<file path="src/rtl/cmd_rx_pkg.sv">
package cmd_rx_pkg;
  localparam int WORD_W    = 32;
  localparam int PERIOD_W  = 16;
  localparam int BLANK_W   = 8;
  localparam int PHASES    = 3;
  localparam int CODE_W    = 2 * PHASES;
  localparam int RUN_BIT   = 29;
  localparam int SEND_BIT  = 28;
  localparam int PERIOD_LO = 0;
  localparam int BLANK_LO  = 16;
  localparam int CODE_LO   = 0;

  function automatic logic code_illegal(input logic [CODE_W-1:0] c);
    logic bad;
    bad = 1'b0;
    for (int ph = 0; ph < PHASES; ph++)
      bad = bad | (c[2*ph] & c[2*ph+1]);
    return bad;
  endfunction
endpackage

</file>
<file path="src/rtl/cmd_stb_sync.sv">
module cmd_stb_sync #(
  parameter int STAGES = 2
) (
  input  logic clk,
  input  logic rst_n,
  input  logic stb_async,
  output logic stb_rise
);
  localparam int LAST = STAGES - 1;
  logic [STAGES-1:0] chain_q;
  logic              prev_q;

  generate
    if (STAGES == 1) begin : g_one
      always_ff @(posedge clk or negedge rst_n)
        if (!rst_n) chain_q <= '0;
        else        chain_q <= stb_async;
    end else begin : g_many
      always_ff @(posedge clk or negedge rst_n)
        if (!rst_n) chain_q <= '0;
        else        chain_q <= {chain_q[STAGES-2:0], stb_async};
    end
  endgenerate

  always_ff @(posedge clk or negedge rst_n)
    if (!rst_n) prev_q <= 1'b0;
    else        prev_q <= chain_q[LAST];

  assign stb_rise = chain_q[LAST] & ~prev_q;
endmodule

</file>
<file path="src/rtl/cmd_link_watchdog.sv">
module cmd_link_watchdog #(
  parameter int PERIOD_W = 16
) (
  input  logic                clk,
  input  logic                rst_n,
  input  logic                running,
  input  logic                restart,
  input  logic [PERIOD_W-1:0] period,
  output logic                expired
);
  localparam int CNT_W = PERIOD_W + 2;
  localparam logic [CNT_W-1:0] CNT_MAX = '1;

  logic [CNT_W-1:0] cnt_q;
  logic [CNT_W-1:0] limit;

  assign limit = {1'b0, period, 1'b0};

  always_ff @(posedge clk or negedge rst_n)
    if (!rst_n)                        cnt_q <= '0;
    else if (restart || !running)      cnt_q <= '0;
    else if (cnt_q != CNT_MAX)         cnt_q <= cnt_q + 1'b1;

  assign expired = running && (period != '0) && (cnt_q >= limit);
endmodule

</file>
<file path="src/rtl/cmd_frame_decode.sv">
module cmd_frame_decode
  import cmd_rx_pkg::*;
(
  input  logic                clk,
  input  logic                rst_n,
  input  logic                frame_edge,
  input  logic [WORD_W-1:0]   word,
  input  logic                link_expired,
  output logic                frame_acc,
  output logic                conv_on,
  output logic [PERIOD_W-1:0] period,
  output logic [BLANK_W-1:0]  blank,
  output logic [CODE_W-1:0]   code,
  output logic                code_vld,
  output logic                err
);
  logic              run_flag;
  logic [CODE_W-1:0] new_code;
  logic              bad_code;
  logic              take_cfg;
  logic              take_code;

  assign frame_acc = frame_edge & word[SEND_BIT];
  assign run_flag  = word[RUN_BIT];
  assign new_code  = word[CODE_LO +: CODE_W];
  assign bad_code  = run_flag & conv_on & code_illegal(new_code);
  assign take_cfg  = frame_acc & ~run_flag & ~conv_on;
  assign take_code = frame_acc & run_flag & conv_on & ~bad_code;

  always_ff @(posedge clk or negedge rst_n) begin
    if (!rst_n) begin
      conv_on  <= 1'b0;
      period   <= '0;
      blank    <= '0;
      code     <= '0;
      code_vld <= 1'b0;
      err      <= 1'b0;
    end else begin
      code_vld <= take_code;
      if (frame_acc) begin
        conv_on <= run_flag;
        err     <= bad_code;
      end else if (link_expired) begin
        err     <= 1'b1;
      end
      if (take_cfg) begin
        period <= word[PERIOD_LO +: PERIOD_W];
        blank  <= word[BLANK_LO +: BLANK_W];
      end
      if (take_code) code <= new_code;
    end
  end
endmodule

</file>
<file path="src/rtl/cmd_frame_rx.sv">
module cmd_frame_rx
  import cmd_rx_pkg::*;
#(
  parameter int SYNC_STAGES = 2
) (
  input  logic                clk,
  input  logic                rst_n,
  input  logic [WORD_W-1:0]   host_data_i,
  input  logic                host_stb_i,
  output logic                conv_on_o,
  output logic [PERIOD_W-1:0] period_o,
  output logic [BLANK_W-1:0]  blank_o,
  output logic [CODE_W-1:0]   sw_code_o,
  output logic                sw_vld_o,
  output logic                tx_err_o
);
  logic stb_rise;
  logic frame_acc;
  logic expired;

  cmd_stb_sync #(.STAGES(SYNC_STAGES)) u_sync (
    .clk       (clk),
    .rst_n     (rst_n),
    .stb_async (host_stb_i),
    .stb_rise  (stb_rise)
  );

  cmd_frame_decode u_dec (
    .clk          (clk),
    .rst_n        (rst_n),
    .frame_edge   (stb_rise),
    .word         (host_data_i),
    .link_expired (expired),
    .frame_acc    (frame_acc),
    .conv_on      (conv_on_o),
    .period       (period_o),
    .blank        (blank_o),
    .code         (sw_code_o),
    .code_vld     (sw_vld_o),
    .err          (tx_err_o)
  );

  cmd_link_watchdog #(.PERIOD_W(PERIOD_W)) u_wdg (
    .clk     (clk),
    .rst_n   (rst_n),
    .running (conv_on_o),
    .restart (frame_acc),
    .period  (period_o),
    .expired (expired)
  );
endmodule

</file>
<file path="config.mk">
export PLATFORM = sky130hd
export DESIGN_NAME = cmd_frame_rx
export DESIGN_NICKNAME = d
export VERILOG_FILES = /design/src/rtl/cmd_rx_pkg.sv /design/src/rtl/cmd_stb_sync.sv /design/src/rtl/cmd_link_watchdog.sv /design/src/rtl/cmd_frame_decode.sv /design/src/rtl/cmd_frame_rx.sv
export SDC_FILE = /design/constraint.sdc
export NUM_CORES = 1
export LEC_CHECK = 0
export BUFFER_PORTS_ARGS = -buffer_cell sky130_fd_sc_hd__buf_4
export CAP_MARGIN = 5
export CORE_ASPECT_RATIO = 0.5
export CORE_MARGIN = 1
export CORE_UTILIZATION = 60
export CTS_BUF_LIST = sky130_fd_sc_hd__clkbuf_4 sky130_fd_sc_hd__clkbuf_8
export CTS_CLUSTER_SIZE = 8
export DETAILED_ROUTE_END_ITERATION = 10
export PLACE_DENSITY_LB_ADDON = 0.3
export SETUP_SLACK_MARGIN = 0.3
export SYNTH_ARGS = -nofsm -noshare
export SYNTH_HDL_FRONTEND = slang
export SYNTH_SLANG_ARGS = --single-unit
</file>
<file path="constraint.sdc">
create_clock -name clk -period 3.6 [get_ports clk]
set_input_delay 0.72 -clock clk [delete_from_list [all_inputs] [get_ports clk]]
set_output_delay 0.72 -clock clk [all_outputs]
set_load 0.005 [all_outputs]
</file>
==> results_dict.tcl <==
set metrics [dict create \
    status "completed" \
    ys_async_sr_fraction 1.00 \
    r2r_slack_ns 1.52 \
    dieArea_um2 4960 \
    setup_viol 0 \
    required_ns 3.80 \
    report.final.slew_viol_count 0 \
    swShare 0.282 \
    yosysSeqAreaShare 0.483 \
    p_sw_w 0.000452 \
    grtUsageMet2 0.424 \
    drive_gt1_frac 0.328 \
    drv_cap 0 \
    global_route.usage.met1 0.387 \
    grt.met3_usage 0.0613 \
    slowest_stage "or3_1" \
    grt_usage 0.270 \
    power_density_nw_per_um2 472 \
    portBuffers 61 \
    vdd_drop_max_uv 302 \
    cpLargestDelayFamily "simple AND/OR/NAND/NOR gates" \
    fin_nets 359 \
    worst_ep_arrival_time_ns 2.33 \
    ys_seq_elements 54 \
    cp_max_fo 16 \
    final_core_util 0.766 \
    slew_headroom 0.470 \
    worst_pin_slew_ns 0.790 \
    final_hold_viol_count 0 \
    clkLatencyLatePin_ns 0.31 \
    cts-root-buf "clkbuf_8" \
    p_leak_nw 1.75 \
    critPathCapture "u_dec.period[8]" \
    diodes 0 \
    numCtsBuffers 5 \
    max-clock-path-buffers 2 \
    core_area_um2 4450 \
    wire_per_inst_um 16.6 \
    cp_num_buf_inv 2 \
    grt-busiest-layer "met2" \
    netlist_area_um2 2800 \
    crit_cells 6 \
    firstDrtPassIters 4 \
    die_w_um 98.6 \
    rsz0062_at_grt "false" \
    hold_buffers 0 \
    worstReg2RegEnd "u_wdg.cnt_q[3]" \
    synth_fp_nets 296 \
    setup.worst_path.class "input pin to register" \
    cpMostUsedCell "buf_4" \
    routed_wl_um 6050 \
    critPathLaunchType "input pin" \
    gp_congestion 0.833 \
    antenna_found_initial 0 \
    r2r.worst_path.cells 6 \
    hold_class "register to register" \
    internal_power_w 0.00115 \
    cp_cell_sequence "buf_4 > nand2_1 > or2_1 > or3_1 > buf_4 > mux2_4" \
    power_frac_comb 0.251 \
    rows 17 \
    synth_edf_count 0 \
    critPathLaunch "host_data_i[28]" \
    area_growth_pct 21.6 \
    finalSetupTns_ns 0 \
    start_util 0.630 \
    cts_sinks 54 \
    syn_area_per_cell_um2 11.5 \
    clkPwrFrac 0.263 \
    die_y_um 50.3 \
    fin_skew_ns 0.00657 \
    drc 0 \
    drtIter0Drc 62 \
    end_kind "register" \
    overflow 0 \
    layoutNonFillerInstCount 365 \
    cts_resized 0 \
    yosys_warnings 0 \
    dpl.hpwl_um 4310 \
    numPlacedInstances 357 \
    synth-main-ff-cell "dfrtp_1" \
    yosys.cell_types.count 38 \
    via_per_inst 5.72 \
    post_cts_buffers 0 \
    tritoncts "done" \
    timing.rr.start "u_wdg.cnt_q[1]" \
    grt_max_degree 55 \
    slowest_delay_ns 0.56 \
    final_antenna_net_count 0 \
    grt_pass1_wl_um 10100 \
    io_pins 68 \
    grt_pass1_vias 2012 \
    power_w 0.00161 \
    period_share 0.591 \
    fmax_ghz 0.470 \
    clk_pin_slew_ns 0.10 \
    synthCells 244 \
    pwr-share-seq 0.486 \
    h-tree-depth 2 \
    vias 2089 \
    fin_crit_ns 2.13 \
]
## synthesized netlist by cell type (all sizes together), types with 2 or more instances
library cell  instances  share of area
dfrtp                54           0.48
mux2                 30           0.15
nor2                 19          0.025
inv                  18          0.024
ha                   17          0.076
nand2                16          0.021
a21oi                 9          0.016
xnor2                 8          0.025
nand3                 7          0.013
nand4                 7          0.016
nor4                  6          0.013
xor2                  6          0.019
and3                  5          0.011
buf                   5          0.016
nor3                  5          0.011
o21ai                 5         0.0089
a211oi                4          0.011
a21boi                2         0.0054
and4                  2         0.0063
nand2b                2         0.0045
o2111ai               2         0.0063
o211ai                2         0.0054
## power by group through the flow
stage | logic (W) | registers, W | clock network (W)
2_1_floorplan | 0.000196 | 0.000776 | 0
3_3_place_gp | 0.000384 | 0.000784 | 0
3_5_place_dp | 0.000402 | 0.000789 | 0
4_1_cts | 0.000407 | 0.000778 | 0.000426
5_1_grt | 0.000441 | 0.000794 | 0.000452
6_report | 0.000403 | 0.000780 | 0.000422
## kinds of logic after synthesis
logic type	count (synthesis)	synth area share
AO/OA/AOI/OAI	31	0.0729
XOR/XNOR	14	0.0438
AND/OR/NAND/NOR	73	0.132
flip-flops	54	0.483
adder cells (fa/ha/maj)	17	0.0760
buffers and inverters	24	0.0411
multiplexers	31	0.151
## state kept, by name (all words and copies together) (netlist names)
signal / count
u_dec.blank: 8
u_dec.code: 6
u_dec.code_vld: 1
u_dec.conv_on: 1
u_dec.err: 1
u_dec.period: 16
u_sync.chain_q: 2
u_sync.prev_q: 1
u_wdg.cnt_q: 18
## metal layers
metal,vias to the layer above,share of wire
met3,7,0.053
li1,991,-
met1,1025,0.48
met4,0,0.0059
met2,66,0.46
met5,-,0
## area by class of cell
cell class	count	area (um^2)
clock inverters	3	47.5
fillers	286	1040
well taps	57	71.3
multi-input cells	166	1330
flip-flops and latches	54	1350
inverters	18	67.6
repair buffers	62	465
clock buffers	5	68.8
## cell usage in the layout (no fill, tap or decap), types with 2 or more instances in the layout
master and instances:
buf_4 62, dfrtp_1 54, mux2_4 20, nor2_1 19, inv_1 18, ha_1 17
nand2_1 16, mux2_2 10, a21oi_1 9, xnor2_1 8, nand4_1 7, nand3_1 7
xor2_1 6, nor4_1 6, and3_1 5, o21ai_0 5, clkbuf_8 5, nor3_1 4
a211oi_1 4, and4_1 2, o2111ai_1 2, o211ai_1 2, nand2b_1 2, a21boi_0 2
## worst min-delay path by stage
stage,start,end,slack [ns],depth (start not counted)
after floorplan,u_sync.chain_q[0],u_sync.chain_q[1],0.33,0
after global placement,u_sync.chain_q[0],u_sync.chain_q[1],0.33,0
after global routing,u_sync.chain_q[0],u_sync.chain_q[1],0.37,0
after CTS,u_sync.chain_q[0],u_sync.chain_q[1],0.36,0
final,u_sync.chain_q[0],u_sync.chain_q[1],0.36,0
after detailed placement,u_sync.chain_q[0],u_sync.chain_q[1],0.34,0
## per-stage QoR
stage	area, um^2	setup slack [ns]	hold slack, ns
after floorplan	2800	1.60	0.331
after global placement	3290	1.20	0.331
after detailed placement	3290	1.18	0.337
after CTS	3400	1.48	0.362
after global routing	3400	1.33	0.367
final	3400	1.47	0.359
## worst reg2reg max path, stage by stage, from the launching register on
cell	delay [ns]
dfrtp_1	0.46
ha_1	0.24
inv_1	0.08
nor3_2	0.66
a21boi_0	0.25
xnor2_1	0.19
nor2_1	0.06
(Power assumes the default switching activity.)
